## src/rtl/kfb_pkg.sv

```systemverilog
package kfb_pkg;
   typedef enum logic [1:0] {
      KS_IDLE  = 2'd0,
      KS_HALF  = 2'd1,
      KS_ARMED = 2'd2,
      KS_LOCK  = 2'd3
   } key_st_t;

   localparam logic SEL_KEY = 1'b0;
   localparam logic SEL_CTL = 1'b1;

   localparam int CTL_ROUTE = 0;
   localparam int CTL_ERASE = 1;
   localparam int CTL_BLOCK = 2;
   localparam int CTL_ERR   = 7;
endpackage

```

## src/rtl/kfb_keyseq.sv

```systemverilog
module kfb_keyseq
   import kfb_pkg::*;
#(
   parameter logic [7:0] KEY_A = 8'hA5,
   parameter logic [7:0] KEY_B = 8'hF1
) (
   input  logic       clk,
   input  logic       rst_n,
   input  logic       key_we,
   input  logic [7:0] key_byte,
   input  logic       use_i,
   output logic       armed_o,
   output key_st_t    state_o,
   output logic       fault_o
);
   key_st_t st_q, st_d;
   logic    fault_d;

   generate
      if (KEY_A == KEY_B) begin : g_bad_keys
         $error("kfb_keyseq: the two key bytes must differ");
      end
   endgenerate

   always_comb begin
      st_d    = st_q;
      fault_d = 1'b0;
      unique case (st_q)
         KS_IDLE: begin
            if (key_we) begin
               if (key_byte == KEY_A) st_d = KS_HALF;
               else begin
                  st_d    = KS_LOCK;
                  fault_d = 1'b1;
               end
            end
         end
         KS_HALF: begin
            if (key_we) begin
               if (key_byte == KEY_B) st_d = KS_ARMED;
               else begin
                  st_d    = KS_LOCK;
                  fault_d = 1'b1;
               end
            end else if (use_i) begin
               st_d = KS_IDLE;
            end
         end
         KS_ARMED: begin
            if (key_we) begin
               st_d    = KS_LOCK;
               fault_d = 1'b1;
            end else if (use_i) begin
               st_d = KS_IDLE;
            end
         end
         default: st_d = KS_LOCK;
      endcase
   end

   always_ff @(posedge clk or negedge rst_n) begin
      if (!rst_n) st_q <= KS_IDLE;
      else        st_q <= st_d;
   end

   assign armed_o = (st_q == KS_ARMED);
   assign state_o = st_q;
   assign fault_o = fault_d;

   // once locked, the key stays locked until reset
   p_lock_holds_r2: assert property (@(posedge clk) disable iff (!rst_n)
      st_q == KS_LOCK |=> st_q == KS_LOCK);

   // one unlock is good for a single flash write
   p_single_use_r1: assert property (@(posedge clk) disable iff (!rst_n)
      (use_i && st_q == KS_ARMED) |=> st_q != KS_ARMED);
endmodule

```

## src/rtl/kfb_blkasm.sv

```systemverilog
module kfb_blkasm #(
   parameter int AW    = 16,
   parameter int LANES = 4,
   localparam int LW   = $clog2(LANES),
   localparam int WAW  = AW - LW,
   localparam int DW   = LANES * 8
) (
   input  logic           clk,
   input  logic           rst_n,
   input  logic           wr_i,
   input  logic           block_i,
   input  logic [AW-1:0]  addr_i,
   input  logic [7:0]     data_i,
   output logic           prog_o,
   output logic [WAW-1:0] paddr_o,
   output logic [DW-1:0]  pdata_o,
   output logic [LANES-1:0] pmask_o,
   output logic           seq_err_o
);
   generate
      if (LANES < 2 || (1 << LW) != LANES) begin : g_bad_lanes
         $error("kfb_blkasm: LANES must be a power of two, at least 2");
      end
      if (AW <= LW) begin : g_bad_aw
         $error("kfb_blkasm: address too narrow for the lane count");
      end
   endgenerate

   logic [LW-1:0]    idx;
   logic [WAW-1:0]   wa;
   logic [LW-1:0]    exp_q;
   logic [WAW-1:0]   base_q;
   logic             in_order, last, issue, blk_ok;
   logic [DW-1:0]    nxt_data;
   logic [LANES-1:0] nxt_mask;
   logic [7:0]       lane_q [LANES];

   assign idx      = addr_i[LW-1:0];
   assign wa       = addr_i[AW-1:LW];
   assign in_order = (idx == exp_q) && ((exp_q == '0) || (wa == base_q));
   assign last     = (idx == LW'(LANES - 1));
   assign blk_ok   = wr_i && block_i && in_order;
   assign issue    = wr_i && (!block_i || (in_order && last));

   for (genvar g = 0; g < LANES; g++) begin : g_lane
      always_ff @(posedge clk or negedge rst_n) begin
         if (!rst_n)                            lane_q[g] <= 8'hFF;
         else if (blk_ok && idx == LW'(g))      lane_q[g] <= data_i;
      end
      assign nxt_data[g*8 +: 8] = (idx == LW'(g)) ? data_i :
                                  (block_i ? lane_q[g] : 8'hFF);
      assign nxt_mask[g]        = block_i || (idx == LW'(g));
   end

   always_ff @(posedge clk or negedge rst_n) begin
      if (!rst_n) begin
         exp_q     <= '0;
         base_q    <= '0;
         prog_o    <= 1'b0;
         seq_err_o <= 1'b0;
         paddr_o   <= '0;
         pdata_o   <= '1;
         pmask_o   <= '0;
      end else begin
         prog_o    <= issue;
         seq_err_o <= 1'b0;
         if (!block_i) begin
            exp_q <= '0;
         end else if (wr_i) begin
            if (in_order) begin
               exp_q <= last ? '0 : exp_q + 1'b1;
               if (idx == '0) base_q <= wa;
            end else begin
               exp_q     <= '0;
               seq_err_o <= 1'b1;
            end
         end
         if (issue) begin
            paddr_o <= wa;
            pdata_o <= nxt_data;
            pmask_o <= nxt_mask;
         end
      end
   end

   // a program from block mode covers every lane
   p_block_full_mask_r7: assert property (@(posedge clk) disable iff (!rst_n)
      (prog_o && $past(block_i)) |-> pmask_o == '1);

   // an ordering fault never coincides with a program
   p_seq_err_no_prog_r8: assert property (@(posedge clk) disable iff (!rst_n)
      seq_err_o |-> !prog_o);
endmodule

```

## src/rtl/kflash_blkwr.sv

```systemverilog
module kflash_blkwr
   import kfb_pkg::*;
#(
   parameter int         AW    = 16,
   parameter int         LANES = 4,
   parameter logic [7:0] KEY_A = 8'hA5,
   parameter logic [7:0] KEY_B = 8'hF1,
   localparam int        LW    = $clog2(LANES),
   localparam int        WAW   = AW - LW,
   localparam int        DW    = LANES * 8
) (
   input  logic             clk,
   input  logic             rst_n,
   input  logic             reg_wr,
   input  logic             reg_sel,
   input  logic [7:0]       reg_wdata,
   output logic [7:0]       reg_rdata,
   input  logic             xd_wr,
   input  logic             xd_rd,
   input  logic [AW-1:0]    xd_addr,
   input  logic [7:0]       xd_wdata,
   output logic [7:0]       xd_rdata,
   output logic             xd_wait,
   output logic             ram_we,
   output logic             ram_re,
   output logic [AW-1:0]    ram_addr,
   output logic [7:0]       ram_wdata,
   input  logic [7:0]       ram_rdata,
   output logic             fl_prog,
   output logic             fl_erase,
   output logic [WAW-1:0]   fl_addr,
   output logic [DW-1:0]    fl_wdata,
   output logic [LANES-1:0] fl_mask,
   input  logic             fl_busy
);
   logic        route_q, erase_q, block_q, err_q;
   logic        wr_take, to_flash, auth, prog_req, erase_req;
   logic        armed, key_fault, seq_err, key_we;
   key_st_t     kstate;
   logic              bb_prog;
   logic [WAW-1:0]    bb_addr;
   logic [DW-1:0]     bb_data;
   logic [LANES-1:0]  bb_mask;
   logic              ers_q;
   logic [WAW-1:0]    ers_addr_q;

   assign xd_wait   = fl_busy | fl_prog | fl_erase;
   assign wr_take   = xd_wr & ~xd_wait;
   assign to_flash  = wr_take & route_q;
   assign auth      = to_flash & armed;
   assign prog_req  = auth & ~erase_q;
   assign erase_req = auth & erase_q;
   assign key_we    = reg_wr & (reg_sel == SEL_KEY);

   assign ram_we    = wr_take & ~route_q;
   assign ram_re    = xd_rd & ~xd_wait;
   assign ram_addr  = xd_addr;
   assign ram_wdata = xd_wdata;
   assign xd_rdata  = ram_rdata;

   kfb_keyseq #(.KEY_A(KEY_A), .KEY_B(KEY_B)) u_key (
      .clk      (clk),
      .rst_n    (rst_n),
      .key_we   (key_we),
      .key_byte (reg_wdata),
      .use_i    (to_flash),
      .armed_o  (armed),
      .state_o  (kstate),
      .fault_o  (key_fault)
   );

   kfb_blkasm #(.AW(AW), .LANES(LANES)) u_blk (
      .clk       (clk),
      .rst_n     (rst_n),
      .wr_i      (prog_req),
      .block_i   (block_q),
      .addr_i    (xd_addr),
      .data_i    (xd_wdata),
      .prog_o    (bb_prog),
      .paddr_o   (bb_addr),
      .pdata_o   (bb_data),
      .pmask_o   (bb_mask),
      .seq_err_o (seq_err)
   );

   always_ff @(posedge clk or negedge rst_n) begin
      if (!rst_n) begin
         route_q <= 1'b0;
         erase_q <= 1'b0;
         block_q <= 1'b0;
      end else if (reg_wr && reg_sel == SEL_CTL) begin
         route_q <= reg_wdata[CTL_ROUTE];
         erase_q <= reg_wdata[CTL_ERASE];
         block_q <= reg_wdata[CTL_BLOCK];
      end
   end

   always_ff @(posedge clk or negedge rst_n) begin
      if (!rst_n) begin
         ers_q      <= 1'b0;
         ers_addr_q <= '0;
      end else begin
         ers_q <= erase_req;
         if (erase_req) ers_addr_q <= xd_addr[AW-1:LW];
      end
   end

   always_ff @(posedge clk or negedge rst_n) begin
      if (!rst_n) err_q <= 1'b0;
      else if (key_fault || (to_flash && !armed) || seq_err) err_q <= 1'b1;
   end

   assign fl_prog  = bb_prog;
   assign fl_erase = ers_q;
   assign fl_addr  = ers_q ? ers_addr_q : bb_addr;
   assign fl_wdata = bb_data;
   assign fl_mask  = bb_mask;

   always_comb begin
      reg_rdata = '0;
      if (reg_sel == SEL_KEY) begin
         reg_rdata[1:0] = kstate;
      end else begin
         reg_rdata[CTL_ROUTE] = route_q;
         reg_rdata[CTL_ERASE] = erase_q;
         reg_rdata[CTL_BLOCK] = block_q;
         reg_rdata[CTL_ERR]   = err_q;
      end
   end

   // the error flag is sticky
   p_err_sticky_r9: assert property (@(posedge clk) disable iff (!rst_n)
      err_q |=> err_q);

   // no command follows a busy cycle
   p_no_cmd_after_busy_r10: assert property (@(posedge clk) disable iff (!rst_n)
      (fl_prog || fl_erase) |-> !$past(fl_busy));

   // a program only follows a write taken while routed to flash
   p_prog_after_flash_wr_r3: assert property (@(posedge clk) disable iff (!rst_n)
      fl_prog |-> $past(xd_wr && route_q));

   // erase and program never share a cycle
   p_cmd_exclusive_r5: assert property (@(posedge clk) disable iff (!rst_n)
      !(fl_prog && fl_erase));
endmodule

```

## config.mk

```make
export PLATFORM = sky130hd
export DESIGN_NAME = kflash_blkwr
export DESIGN_NICKNAME = d
export VERILOG_FILES = /design/src/rtl/kfb_pkg.sv /design/src/rtl/kfb_keyseq.sv /design/src/rtl/kfb_blkasm.sv /design/src/rtl/kflash_blkwr.sv
export SDC_FILE = /design/constraint.sdc
export NUM_CORES = 1
export LEC_CHECK = 0
export BUFFER_PORTS_ARGS = -buffer_cell sky130_fd_sc_hd__buf_2
export CAP_MARGIN = 20
export CORE_ASPECT_RATIO = 0.6
export CORE_MARGIN = 2
export CORE_UTILIZATION = 50
export DETAILED_ROUTE_END_ITERATION = 16
export HOLD_SLACK_MARGIN = 0.03
export PLACE_DENSITY = 0.75
export SETUP_SLACK_MARGIN = 0.02
export SLEW_MARGIN = 15
export SYNTH_ARGS = -nofsm -noshare
export SYNTH_HDL_FRONTEND = slang
export SYNTH_SLANG_ARGS = --single-unit
```

## constraint.sdc

```tcl
create_clock -name clk -period 3.75 [get_ports clk]
set_input_delay 0.75 -clock clk [delete_from_list [all_inputs] [get_ports clk]]
set_output_delay 0.75 -clock clk [all_outputs]
set_load 0.05 [all_outputs]
```

==> impl_metrics.ini <==
[final_layout]
antenna_cells = 0
final_cells = 802
layout_commonest_cell = buf_2
fin_area_sq_mm = 0.00720
multi_input_area_sq_mm = 0.00273
nets = 672
area_growth_pct = 19.1
regArea_sq_mm = 0.00290
drive_gt1_share_pct = 51.5
fillers = 997
mostFrequentLayoutCells = buf_2, mux2_2, dfrtp_1, dfstp_2, o21ai_0

[clock_tree]
cts.path.max_buffers = 2
ctsHoldBuffers = 0
cts_tree = yes
post_cts_buffers = 0
clk_latency_ns = 0.42
cts_root_buf = clkbuf_16
htree_levels = 4
cts_resized = 0
clock_sinks = 113
cts_buffers = 17
clkTransAtPathRegs_ns = 0.06

[global_routing]
grt_pass1_vias = 4655
antenna_found_initial = 0
grt_use_total_pct = 25.0
grt_overflow_total = 0
grt_pass1_wl_um = 24800
grt_max_degree = 83

[floorplanning]
dieWidth_um = 146
die_area_sq_mm = 0.0130
pin_count = 142
start_util_pct = 50.7
rows = 31
core_area_sq_mm = 0.0119
die_h_um = 89.2

[critical_path]
cpPeakStageDelay_ns = 0.50
crit_family = simple AND/OR/NAND/NOR gates
worst-r2r-cell-count = 6
r2r_end = u_blk.pdata_o[13]
path_cells = buf_4, or3_1, nor3b_1, buf_2
crit_fanout = 17
crit_required_ns = 3.00
cp-end-kind = output pin
r2r_slack_ns = 1.02
start_kind = flop
r2r_start = fl_erase
cp_slowest_cell = or3_1
crit_type = reg2out
path_buf_inv = 2
cp.arrival_ns = 2.14

[synth]
ys_ff_latch = 113
synthArstFlopShare_pct = 100
synth_edf_count = 0
ys_warn_count = 0
yosysTopAreaCell = dfstp_2
synthDistinctLibCells = 53
ys.flop_type = dfrtp_1
postSynthAreaPerCell_sq_um = 11.4
synth_cells = 531
synthTopCellsByArea = dfstp_2, dfrtp_1, mux2_2, buf_4, a221o_1
netlist.area_leader.share_pct = 24.4
syn_area_sq_mm = 0.00604
yosysSeqAreaShare_pct = 48.0

[timing]
max_slew_margin_pct = 37.5
setup_viol = 0
grt_setup_unrepaired = false
worstMarginPinSlew_ns = 0.937
post-route-min-period_ns = 2.89
hold_viol = 0
whs_ns = 0.202
fin_crit_sh_pct = 77.0
slew_viol_final = 0
max_freq_ghz = 0.346
fin_worst_skew_ns = 0.00789
setup_tns_ns = 0

[drt]
drtIter0Drc = 281
vias_per_cell = 5.85
drcViolationCount = 0
postRouteAntennaNets = 0
wl_per_cell_um = 19.3
finalWirelength_um = 15500
first_pass_iters = 4
via_count = 4695

[placed_design]
port-buffer-count = 121
gp_routability_congestion = 0.904
placed_cell_area_sq_mm = 0.00659
dpl.cell_count = 769
dpl.hpwl_um = 10900

[job]
cap_viol_max_count = 0

[worst_hold_path]
hold_class = in2async

[power]
peakVddDrop_mv = 0.320
p_per_area_mw_per_mm2 = 563
p_leak_nw = 3.29

[outcome]
status = finished clean
## logic make-up (layout without fill, tap and decap cells)
family                   after synthesis  in the layout  share of synthesized area (%)
AO/OA/AOI/OAI                        103            103                           12.9
buffers and inverters                 78            181                           7.50
AND/OR/NAND/NOR                      124            124                           11.5
adder cells (fa/ha/maj)                1              1                          0.207
other                                  1              4                         0.0621
XOR/XNOR                              16             16                           2.32
flip-flops                           113            113                           48.0
multiplexers                          95             95                           17.5
## state kept, by name, summed over array words and instances, names as in the netlist, 2 cells and up
name,count
u_blk.pdata_o,32
u_blk.lane_q,24
ers_addr_q,14
u_blk.base_q,14
u_blk.paddr_o,14
u_blk.pmask_o,4
u_blk.exp_q,2
u_key.state_o,2
## metrics by stage
| step | utilization, % | total power, W | setup WS (ns) |
|---|---|---|---|
| 2_1_floorplan | - | 0.00227 | 0.465 |
| 3_3_place_gp | 55.3 | 0.00246 | 0.776 |
| 3_5_place_dp | 55.3 | 0.00249 | 0.708 |
| 4_1_cts | 60.2 | 0.00407 | 0.855 |
| 5_1_grt | 60.4 | 0.00421 | 0.803 |
| 6_report | 60.4 | 0.00405 | 0.861 |
## where the power goes
part           internal, W  switching [W]
sequential         0.00141      0.0000986
clock             0.000995       0.000578
combinational     0.000281       0.000692
total              0.00268        0.00137
## final cells by class
type / instances / area share (%)
flip-flops and latches: 113 / 40.3
multi-input cells: 343 / 37.9
repair buffers: 134 / 10.1
clock buffers: 20 / 6.21
well taps: 165 / 2.87
clock inverters: 12 / 1.88
inverters: 15 / 0.782
## cell usage after synthesis (3+ instances only)
cell,count
a211o_1,11
a21oi_1,8
a221o_1,13
a221oi_1,8
and2_1,3
buf_2,5
buf_4,39
clkbuf_1,16
dfrtp_1,57
dfstp_2,56
inv_1,15
mux2_2,85
mux2i_1,10
nand2_1,22
nand2b_1,9
nand3_1,12
nor2_1,20
nor3_1,16
nor4_1,4
o211ai_1,5
o21ai_0,25
o22a_1,11
o22ai_1,11
or2_2,14
or3_1,7
xnor2_1,4
xor2_1,12
## worst max path at each step
stage,startpoint,end,cells past startpoint
final,fl_erase,ram_we,4
after global routing,fl_erase,ram_we,4
after CTS,fl_erase,ram_we,4
after detailed placement,fl_busy,u_blk.pdata_o[10],6
after global placement,fl_busy,u_blk.pdata_o[10],6
after floorplan,fl_busy,ram_we,3
## per-layer routing
metal	up-vias	routed length, um	GRT usage, %
li1	2105	-	-
met3	16	1400	7.76
met1	2354	7110	34.7
met5	-	0	0
met4	0	165	7.58
met2	220	6810	38.2
No activity file was read; power rests on OpenSTA's default activity.
